### config.mk
export PLATFORM = sky130hd
export DESIGN_NAME = skid_decoupler
export DESIGN_NICKNAME = d
export VERILOG_FILES = /design/src/rtl/skid_decoupler_pkg.sv /design/src/rtl/sd_slot.sv /design/src/rtl/sd_src_mux.sv /design/src/rtl/sd_ctrl.sv /design/src/rtl/skid_decoupler.sv
export SDC_FILE = /design/constraint.sdc
export NUM_CORES = 1
export LEC_CHECK = 0
export BUFFER_PORTS_ARGS = -buffer_cell sky130_fd_sc_hd__buf_2
export CORE_UTILIZATION = 45
export CTS_BUF_LIST = sky130_fd_sc_hd__clkbuf_4 sky130_fd_sc_hd__clkbuf_8 sky130_fd_sc_hd__clkbuf_16
export DETAILED_ROUTE_END_ITERATION = 16
export PLACE_DENSITY = 0.7
export SLEW_MARGIN = 25
export SYNTH_ARGS = -nofsm -noshare
export SYNTH_HDL_FRONTEND = slang
export SYNTH_HIERARCHICAL = 1
export SYNTH_SLANG_ARGS = --single-unit
### constraint.sdc
create_clock -name clk -period 2.12 [get_ports clk]
set_input_delay 0.212 -clock clk [delete_from_list [all_inputs] [get_ports clk]]
set_output_delay 0.212 -clock clk [all_outputs]
set_load 0.01 [all_outputs]
### src/rtl/skid_decoupler_pkg.sv
package skid_decoupler_pkg;

  // Where the output register takes its next item from.
  typedef enum logic [1:0] {
    OSRC_HOLD  = 2'd0,
    OSRC_INPUT = 2'd1,
    OSRC_SKID  = 2'd2
  } out_src_e;

  // Write command for one single-entry slot.
  typedef struct packed {
    logic we;
    logic next_valid;
  } slot_cmd_t;

endpackage

### src/rtl/sd_slot.sv
module sd_slot #(
  parameter int DATA_W = 32
) (
  input  logic              clk,
  input  logic              rst,
  input  logic              we,
  input  logic              next_valid,
  input  logic [DATA_W-1:0] d,
  output logic              valid,
  output logic [DATA_W-1:0] q
);

  // Occupancy flag: cleared by reset.
  always_ff @(posedge clk) begin
    if (rst) begin
      valid <= 1'b0;
    end else if (we) begin
      valid <= next_valid;
    end
  end

  // Payload: no reset, written only when a real item arrives.
  always_ff @(posedge clk) begin
    if (we && next_valid) begin
      q <= d;
    end
  end

endmodule

### src/rtl/sd_src_mux.sv
module sd_src_mux
  import skid_decoupler_pkg::*;
#(
  parameter int DATA_W = 32
) (
  input  out_src_e          sel,
  input  logic [DATA_W-1:0] from_input,
  input  logic [DATA_W-1:0] from_skid,
  input  logic [DATA_W-1:0] from_hold,
  output logic [DATA_W-1:0] y
);

  always_comb begin
    unique case (sel)
      OSRC_INPUT: y = from_input;
      OSRC_SKID:  y = from_skid;
      default:    y = from_hold;
    endcase
  end

endmodule

### src/rtl/sd_ctrl.sv
module sd_ctrl
  import skid_decoupler_pkg::*;
(
  input  logic      in_valid,
  input  logic      out_ready,
  input  logic      skid_full,
  input  logic      out_full,
  output slot_cmd_t skid_cmd,
  output slot_cmd_t out_cmd,
  output out_src_e  out_src
);

  logic out_open;

  // Output register may take a new item when empty or being drained.
  assign out_open = !out_full || out_ready;

  always_comb begin
    skid_cmd = '{we: 1'b0, next_valid: 1'b0};
    out_cmd  = '{we: 1'b0, next_valid: 1'b0};
    out_src  = OSRC_HOLD;
    if (skid_full) begin
      // Input is refused; parked item moves forward first.
      if (out_open) begin
        out_cmd  = '{we: 1'b1, next_valid: 1'b1};
        out_src  = OSRC_SKID;
        skid_cmd = '{we: 1'b1, next_valid: 1'b0};
      end
    end else if (out_open) begin
      // Bypass: input goes straight to the output register.
      out_cmd = '{we: 1'b1, next_valid: in_valid};
      out_src = in_valid ? OSRC_INPUT : OSRC_HOLD;
    end else if (in_valid) begin
      // Output stalled: park one item.
      skid_cmd = '{we: 1'b1, next_valid: 1'b1};
    end
  end

endmodule

### src/rtl/skid_decoupler.sv
module skid_decoupler
  import skid_decoupler_pkg::*;
#(
  parameter int DATA_W = 32
) (
  input  logic              clk,
  input  logic              rst,
  input  logic              in_valid,
  output logic              in_ready,
  input  logic [DATA_W-1:0] in_data,
  output logic              out_valid,
  input  logic              out_ready,
  output logic [DATA_W-1:0] out_data
);

  slot_cmd_t         skid_cmd;
  slot_cmd_t         out_cmd;
  out_src_e          out_src;
  logic              skid_full;
  logic [DATA_W-1:0] skid_q;
  logic [DATA_W-1:0] out_d;

  sd_ctrl u_ctrl (
    .in_valid  (in_valid),
    .out_ready (out_ready),
    .skid_full (skid_full),
    .out_full  (out_valid),
    .skid_cmd  (skid_cmd),
    .out_cmd   (out_cmd),
    .out_src   (out_src)
  );

  sd_slot #(.DATA_W(DATA_W)) u_skid (
    .clk        (clk),
    .rst        (rst),
    .we         (skid_cmd.we),
    .next_valid (skid_cmd.next_valid),
    .d          (in_data),
    .valid      (skid_full),
    .q          (skid_q)
  );

  sd_src_mux #(.DATA_W(DATA_W)) u_mux (
    .sel        (out_src),
    .from_input (in_data),
    .from_skid  (skid_q),
    .from_hold  (out_data),
    .y          (out_d)
  );

  sd_slot #(.DATA_W(DATA_W)) u_out (
    .clk        (clk),
    .rst        (rst),
    .we         (out_cmd.we),
    .next_valid (out_cmd.next_valid),
    .d          (out_d),
    .valid      (out_valid),
    .q          (out_data)
  );

  // Upstream ready comes only from the skid flag.
  assign in_ready = !skid_full;

endmodule

==> results of run 1 <==
[critical path: stages (launching register included)]
cell	delay [ns]
dfxtp_1	0.35
nor2b_4	0.21
nor2_1	0.08
inv_1	0.06
ha_2	0.61
a22oi_1	0.21
o21ai_1	0.17
[registers in the layout, summed over array words and instances, names as in the netlist]
name,flops
u_out/valid,1
u_skid/valid,1
u_out/q,32
u_skid/q,32
[stage by stage]
stage,power [uW],worst slack [ns],instance area [sq um],utilization (%)
after floorplan,1720,0.384,2720,-
after global placement,1840,0.403,3130,55.1
after detailed placement,1850,0.311,3130,55.1
after CTS,2990,0.296,3350,59.0
after global routing,3070,0.0655,3350,59.0
final,2960,0.281,3350,59.0
[per-layer routing]
metal	track usage (%)	share of wire (%)
met1	24.9	46
met2	26.9	47
met3	3.31	5.3
met4	10.7	1.1
met5	0	0
[Yosys cell counts, drive strengths merged]
| cell type | n | area [sq um] |
|---|---|---|
| edfxtp | 64 | 1920 |
| o21ai | 32 | 160 |
| nor2b | 1 | 13.8 |
| buf | 14 | 91.3 |
| dfxtp | 2 | 40.0 |
| inv | 5 | 18.8 |
| and2 | 2 | 15.0 |
| nand2 | 32 | 120 |
| nor2 | 7 | 28.8 |
| nand2b | 1 | 13.8 |
| ha | 2 | 25.0 |
| mux2i | 3 | 30.0 |
| a22oi | 32 | 240 |
[worst paths after layout]
check | to | slack (ns)
setup / recovery | u_out/q[19] | 0.28
hold / removal | u_out/valid | 0.05
setup reg to reg | u_out/q[19] | 0.28
hold reg to reg | u_out/valid | 0.54
[cell type report]
cell class | instances | area [sq um]
fillers | 490 | 2330
flip-flops and latches | 66 | 1960
clock inverters | 5 | 78.8
inverters | 5 | 18.8
well taps | 72 | 90.1
repair buffers | 74 | 408
multi-input cells | 112 | 649
clock buffers | 11 | 139
[placed cells by master, fill, tap and decap left out]
| master | instances |
|---|---|
| buf_2 | 69 |
| edfxtp_1 | 64 |
| a22oi_1 | 32 |
| nand2_1 | 32 |
| o21ai_1 | 30 |
| clkbuf_8 | 9 |
| nor2_1 | 6 |
| inv_1 | 4 |
| mux2i_1 | 3 |
| buf_4 | 3 |
| bufinv_16 | 2 |
| clkinv_2 | 2 |
| clkbuf_4 | 2 |
| o21ai_0 | 2 |
| buf_12 | 2 |
| and2_2 | 2 |
| dfxtp_1 | 2 |
| clkinv_4 | 1 |
| nor2b_4 | 1 |
| inv_2 | 1 |
| nand2b_4 | 1 |
| nor2_2 | 1 |
| ha_2 | 1 |
| ha_1 | 1 |
[power by group]
group,internal [uW],total [uW],switching (uW)
Combinational,116,283,166
Sequential,1510,1540,29.4
Clock,687,1140,451
[cell families after synthesis]
kind of cell / count (synthesis)
DFF: 66
AOI/OAI and AO/OA: 64
and+or+nand+nor: 43
buffers and inverters: 19
muxes: 3
adders and majority gates: 2
==> results by group, run 1 <==
Run status
  – Status: finished clean

Synth
  – Complex-gate fraction of the synthesized area: 14.7%
  – Mapped Cells: 197
  – Largest family of logic cells by synthesized area: compound AO/OA/AOI/OAI gates
  – Post-Syn Area: approximately 2700 sq um
  – Synth Area in Simple Gates: a little over 7%
  – Mean Syn Cell Area: between 10 and 15 sq um
  – Synth Area in Adders: 0.920%
  – Synth cell types: 18
  – Post-synthesis xor/xnor area fraction: 0%
  – Synthesis-stage register bit count: 66
  – Synth Warn #: 6
  – Post-synthesis sequential area ratio: 72.2%
  – Mux cell area share after synthesis: about 1.1%
  – Syn Nets: 235

Timing
  – Period minus WS final: 1.84 ns
  – Final hold violation count: 0
  – Final setup fails: 0
  – Max Clock Freq: about 0.54 GHz
  – Layout Skew: 0.00642 ns
  – Setup_tns: 0 ns
  – Tcrit/Tclk final: 86.8%
  – Slew Viols, Final: 0
  – WHS: 0.0499 ns
  – Max_slew headroom: 56.3%
  – Tightest Pin Transition: 0.656 ns
  – RSZ-0062 raised after global routing: false

Clock tree
  – Post-CTS Resized: 0
  – CTS Sinks: 66
  – H-tree depth: 3
  – CTS tree: built
  – Worst-path clk slew: 0.07 ns
  – Post-CTS Setup Bufs: 0
  – Clk Tree Root Cell: clkbuf_8
  – Hold Buf Count CTS: 0
  – Cts bufs inserted: 9
  – Clock Tree Buf Depth: 2
  – Clock Latency Late Sink: 0.33 ns

Drt
  – Avg WL per Cell: 15.2 um
  – Drt total wl: 5.25 mm
  – Pre-antenna DRT Iters: 4
  – # DRC: 0
  – Final ANT Viol Nets: 0
  – Detailed Route Iter0 Violations: 161
  – Vias: 1788
  – Vias per std cell: between 5 and 6

Die
  – Core area: around 5700 sq um
  – # IOs: 70
  – Die H: 79.7 um
  – Die area: 6360 sq um
  – # rows: 27
  – Starting Density: about 48%
  – Die width: about 80 um

Worst hold path
  – Hold Path Depth: 2
  – Worst Hold Launch: rst
  – Hold crit path type: in2reg

Cells and area
  – Final net count: 306
  – Share of layout cells above drive strength 1: a little over a third
  – Non-filler instance count after layout: 345
  – Antenna diodes: 0
  – Synth-to-Final Area Change: 23.1%

Critical path
  – Crit path from: u_out/valid
  – Worst Reg-to-Reg Cells: 6
  – R2R Path Start: u_out/valid
  – Worst setup path class: reg2reg
  – Critical path arrival: 2.02 ns
  – Startpoint types: flop
  – Crit. End Element: flop
  – Critical path peak fanout: 32
  – Worst Path Required: 2.30 ns

Global route
  – Tot GR Track Use: 18.1%
  – Largest net degree at the start of global routing: 65
  – Initial antenna violation count: 0
  – Overflow after GRT: 0
  – First-pass GRT wire length: 8.52 mm
  – Number of global-route vias before repair: between 1500 and 2000

Power and ir drop
  – LEAKAGE: ~0.0013 uW
  – Peak VDD IR: 0.406 mV
  – Power per Cell Area: roughly 880 nW/um^2

Placement
  – Count of input and output buffers: 69
  – Hpwl dp: 3.42 mm
  – RePlAce Congestion: 0.723
  – Placed Cells incl. Taps: 329

Flow run
  – Max-Cap Viols: 0
Power figures use the tool's default switching activity.
==> run 2: changes to the inputs <==
--- a/config.mk
+++ b/config.mk
@@ -8,2 +8,3 @@
 export BUFFER_PORTS_ARGS = -buffer_cell sky130_fd_sc_hd__buf_2
+export CORE_MARGIN = 2
 export CORE_UTILIZATION = 45
==> constraint.sdc (replaced) <==
create_clock -name clk -period 2.12 [get_ports clk]
set_input_delay 0.106 -clock clk [delete_from_list [all_inputs] [get_ports clk]]
set_output_delay 0.106 -clock clk [all_outputs]
set_load 0.01 [all_outputs]
==> run 2 against run 1 <==
  * Sequential share of layout area is 4.6 points lower
  * Final cell count increased by 11%
  * Fmax about the same
  * First-iteration DRC count fell by 4.3%
  * Global-route usage shrank 0.20 points
  * Clock-buffer cell count fell by 1
  * Clock skew up 0.0014 ns
  * Worst setup slack got worse by 0.00086 ns
  * Combinational power rose by 18%
  * Register-to-register slack hardly changed
  * Wire length increased by 7.6%
  * Via count increased by 8.8%
  * Critical endpoint is now u_out/q[10]
  * Largest cell class unchanged
==> results by group, run 2 (synthesis gave the netlist of run 1 again) <==
Worst hold path
  – Hold crit path type: in2reg (unchanged)
  – Worst Hold Launch: out_ready (was rst)
  – Hold Path Sink: u_out/valid (unchanged)
  – Hold Path Depth: 5 (was 2)

Timing
  – Setup_tns: 0 ns (unchanged)
  – Max Clock Freq: 0.543 GHz (was 0.544 GHz)
  – Slew Viols, Final: 0 (unchanged)
  – RSZ-0062 raised after global routing: false (unchanged)
  – Tcrit/Tclk final: 86.8% (about the same)
  – Tightest Pin Transition: 0.647 ns (was 0.656 ns)
  – Layout Skew: 0.00781 ns (was 0.00642 ns)
  – Max_slew headroom: 56.9% (was 56.3%)
  – Final setup fails: 0 (unchanged)
  – Period minus WS final: 1.84 ns (about the same)
  – Final hold violation count: 0 (unchanged)

Cells and area
  – Final net count: 341 (was 306)
  – Commonest non-fill, non-tap cell in the layout: buf_2 (unchanged)
  – Largest registers: u_out/q: 32 flops, u_skid/q: 32 flops (unchanged)
  – Share of layout cells above drive strength 1: 31.8% (was 35.5%)
  – Synth-to-Final Area Change: 33.5% (was 23.1%)
  – Commonest cells after routing, fill and taps aside: buf_2 (69), edfxtp_1 (64), dlygate4sd3_1 (33) (was buf_2 (69), edfxtp_1 (64), a22oi_1 (32), nand2_1 (32), o21ai_1 (30))
  – Antenna diodes: 0 (unchanged)
  – Util after Layout: 61.7% (was 59.0%)
  – FILL cells: 502 (was 490)

Clock tree
  – CTS tree: built (unchanged)
  – Clock Tree Buf Depth: 2 (unchanged)
  – CTS Sinks: 66 (unchanged)
  – Clock Latency Late Sink: 0.33 ns (about the same)
  – Worst-path clk slew: 0.07 ns (about the same)
  – Clk Tree Root Cell: clkbuf_8 (unchanged)
  – Cts bufs inserted: 9 (unchanged)
  – H-tree depth: 3 (unchanged)

Drt
  – Vias per std cell: 5.08 (was 5.18)
  – # DRC: 0 (unchanged)
  – Final ANT Viol Nets: 0 (unchanged)
  – Detailed Route Iter0 Violations: 154 (was 161)
  – Drt total wl: 5.65 mm (was 5.25 mm)
  – Vias: 1946 (was 1788)
  – Pre-antenna DRT Iters: 4 (unchanged)
  – Avg WL per Cell: 14.8 um (was 15.2 um)

Power and ir drop
  – Logic pwr share: 12.1% (was 9.5%)
  – Sw Ratio: 24.0% (was 21.8%)
  – P_sw: 661 uW (was 647 uW)
  – Pint: 2090 uW (was 2310 uW)
  – Clock power frac: 32.0% (was 38.4%)
  – Seq pwr share: 55.9% (was 52.0%)
  – LEAKAGE: 0.00140 uW (was 0.00129 uW)
  – Power per Cell Area: 759 nW/um^2 (was 885 nW/um^2)
  – Peak VDD IR: 0.401 mV (was 0.406 mV)

Global route
  – Number of global-route vias before repair: 1909 (was 1763)
  – Largest net degree at the start of global routing: 34 (was 65)
  – First-pass GRT wire length: 8.88 mm (was 8.52 mm)
  – Initial antenna violation count: 0 (unchanged)
  – Overflow after GRT: 0 (unchanged)
  – Tot GR Track Use: 17.9% (was 18.1%)

Critical path
  – CP cell instances: nor2b_4 -> nor2_1 -> inv_1 -> ha_2 -> a22oi_1 -> o21ai_1 (unchanged)
  – Startpoint types: flop (unchanged)
  – RR Endpoint: u_out/q[10] (was u_out/q[19])
  – Critical path arrival: 2.02 ns (about the same)
  – Worst setup path class: reg2reg (unchanged)
  – Reg2reg setup slack: 0.28 ns (about the same)
  – Critical path peak fanout: 32 (unchanged)
  – CP peak stage delay: 0.60 ns (was 0.61 ns)
  – Crit. End Element: flop (unchanged)
  – R2R Path Start: u_out/valid (unchanged)
  – Worst Path Required: 2.30 ns (about the same)
  – Worst Reg-to-Reg Cells: 6 (unchanged)
  – Slowest CP cell: ha_2 (unchanged)
  – Crit path from: u_out/valid (unchanged)

Die
  – Die area: 6680 sq um (was 6360 sq um)
  – # IOs: 70 (unchanged)
  – Core area: 5890 sq um (was 5680 sq um)
  – Die width: 81.7 um (was 79.7 um)
  – Starting Density: 46.2% (was 47.9%)
  – Die H: 81.7 um (was 79.7 um)
  – # rows: 28 (was 27)

Run status
  – Status: finished clean (unchanged)

Placement
  – RePlAce Congestion: 0.733 (was 0.723)
  – Hpwl dp: 3.51 mm (was 3.42 mm)
  – Count of input and output buffers: 69 (unchanged)

Flow run
  – Max-Cap Viols: 0 (unchanged)
## run 2: worst max-delay path, delay by kind of cell (launching register included)
| kind | cells | cell delay (ns) |
|---|---|---|
| AO/OA/AOI/OAI | 2 | 0.38 |
| adder cells (fa/ha/maj) | 1 | 0.60 |
| AND/OR/NAND/NOR | 2 | 0.29 |
| buffers and inverters | 1 | 0.06 |
| flip-flops | 1 | 0.34 |
## run 2: cell type report
type                    count  area, sq um  share of cell area (%)
well taps                  75         93.8                    2.59
repair buffers            109          741                    20.4
clock inverters             6         33.8                   0.931
clock buffers              10          131                    3.62
inverters                   5         18.8                   0.517
multi-input cells         112          649                    17.9
flip-flops and latches     66         1960                    54.1
## run 2: metrics by stage
stage | setup WS [ns] | cell area [sq um] | power, uW | cells | hold WS, ns
final | 0.280 | 3630 | 2750 | 383 | 0.194
after global routing | 0.0848 | 3630 | 2880 | 383 | 0.242
after CTS | 0.296 | 3630 | 2780 | 383 | 0.182
after detailed placement | 0.302 | 3130 | 1850 | 334 | 0.294
after global placement | 0.382 | 3130 | 1840 | 334 | 0.290
after floorplan | 0.384 | 2720 | 1720 | 197 | 0.178
## run 2: how the worst max path moves through the flow
stage / end / slack [ns] / depth (start not counted)
floorplan: u_skid/q[0] / 0.38 / 3
global placement: u_out/q[17] / 0.38 / 6
detailed placement: u_out/q[31] / 0.30 / 6
CTS: u_out/q[31] / 0.30 / 6
global route: u_out/q[26] / 0.08 / 6
finish: u_out/q[10] / 0.28 / 6
## run 2: per-layer routing
layer / GRT usage (%) / up-vias / wire length (um) / share of wire [%]
li1: - / 954 / - / -
met1: 22.8 / 933 / 2480 / 44
met2: 29.4 / 55 / 2830 / 50
met3: 5.05 / 4 / 316 / 5.6
met4: 6.50 / 0 / 35 / 0.62
met5: 0 / - / 0 / 0
## run 2: repair_timing
action / CTS / global route
buffers inserted: 0 / 0
gates resized for setup: 0 / 0
endpoints found under the hold margin: 34 / 0
hold buffers: 33 / 0
## run 2: power by group through the flow
stage          Sequential [uW]  Combinational (uW)  Clock, uW
2_1_floorplan             1590                 127          0
3_3_place_gp              1570                 280          0
3_5_place_dp              1570                 289          0
4_1_cts                   1540                 336        907
5_1_grt                   1550                 374        957
6_report                  1540                 334        882
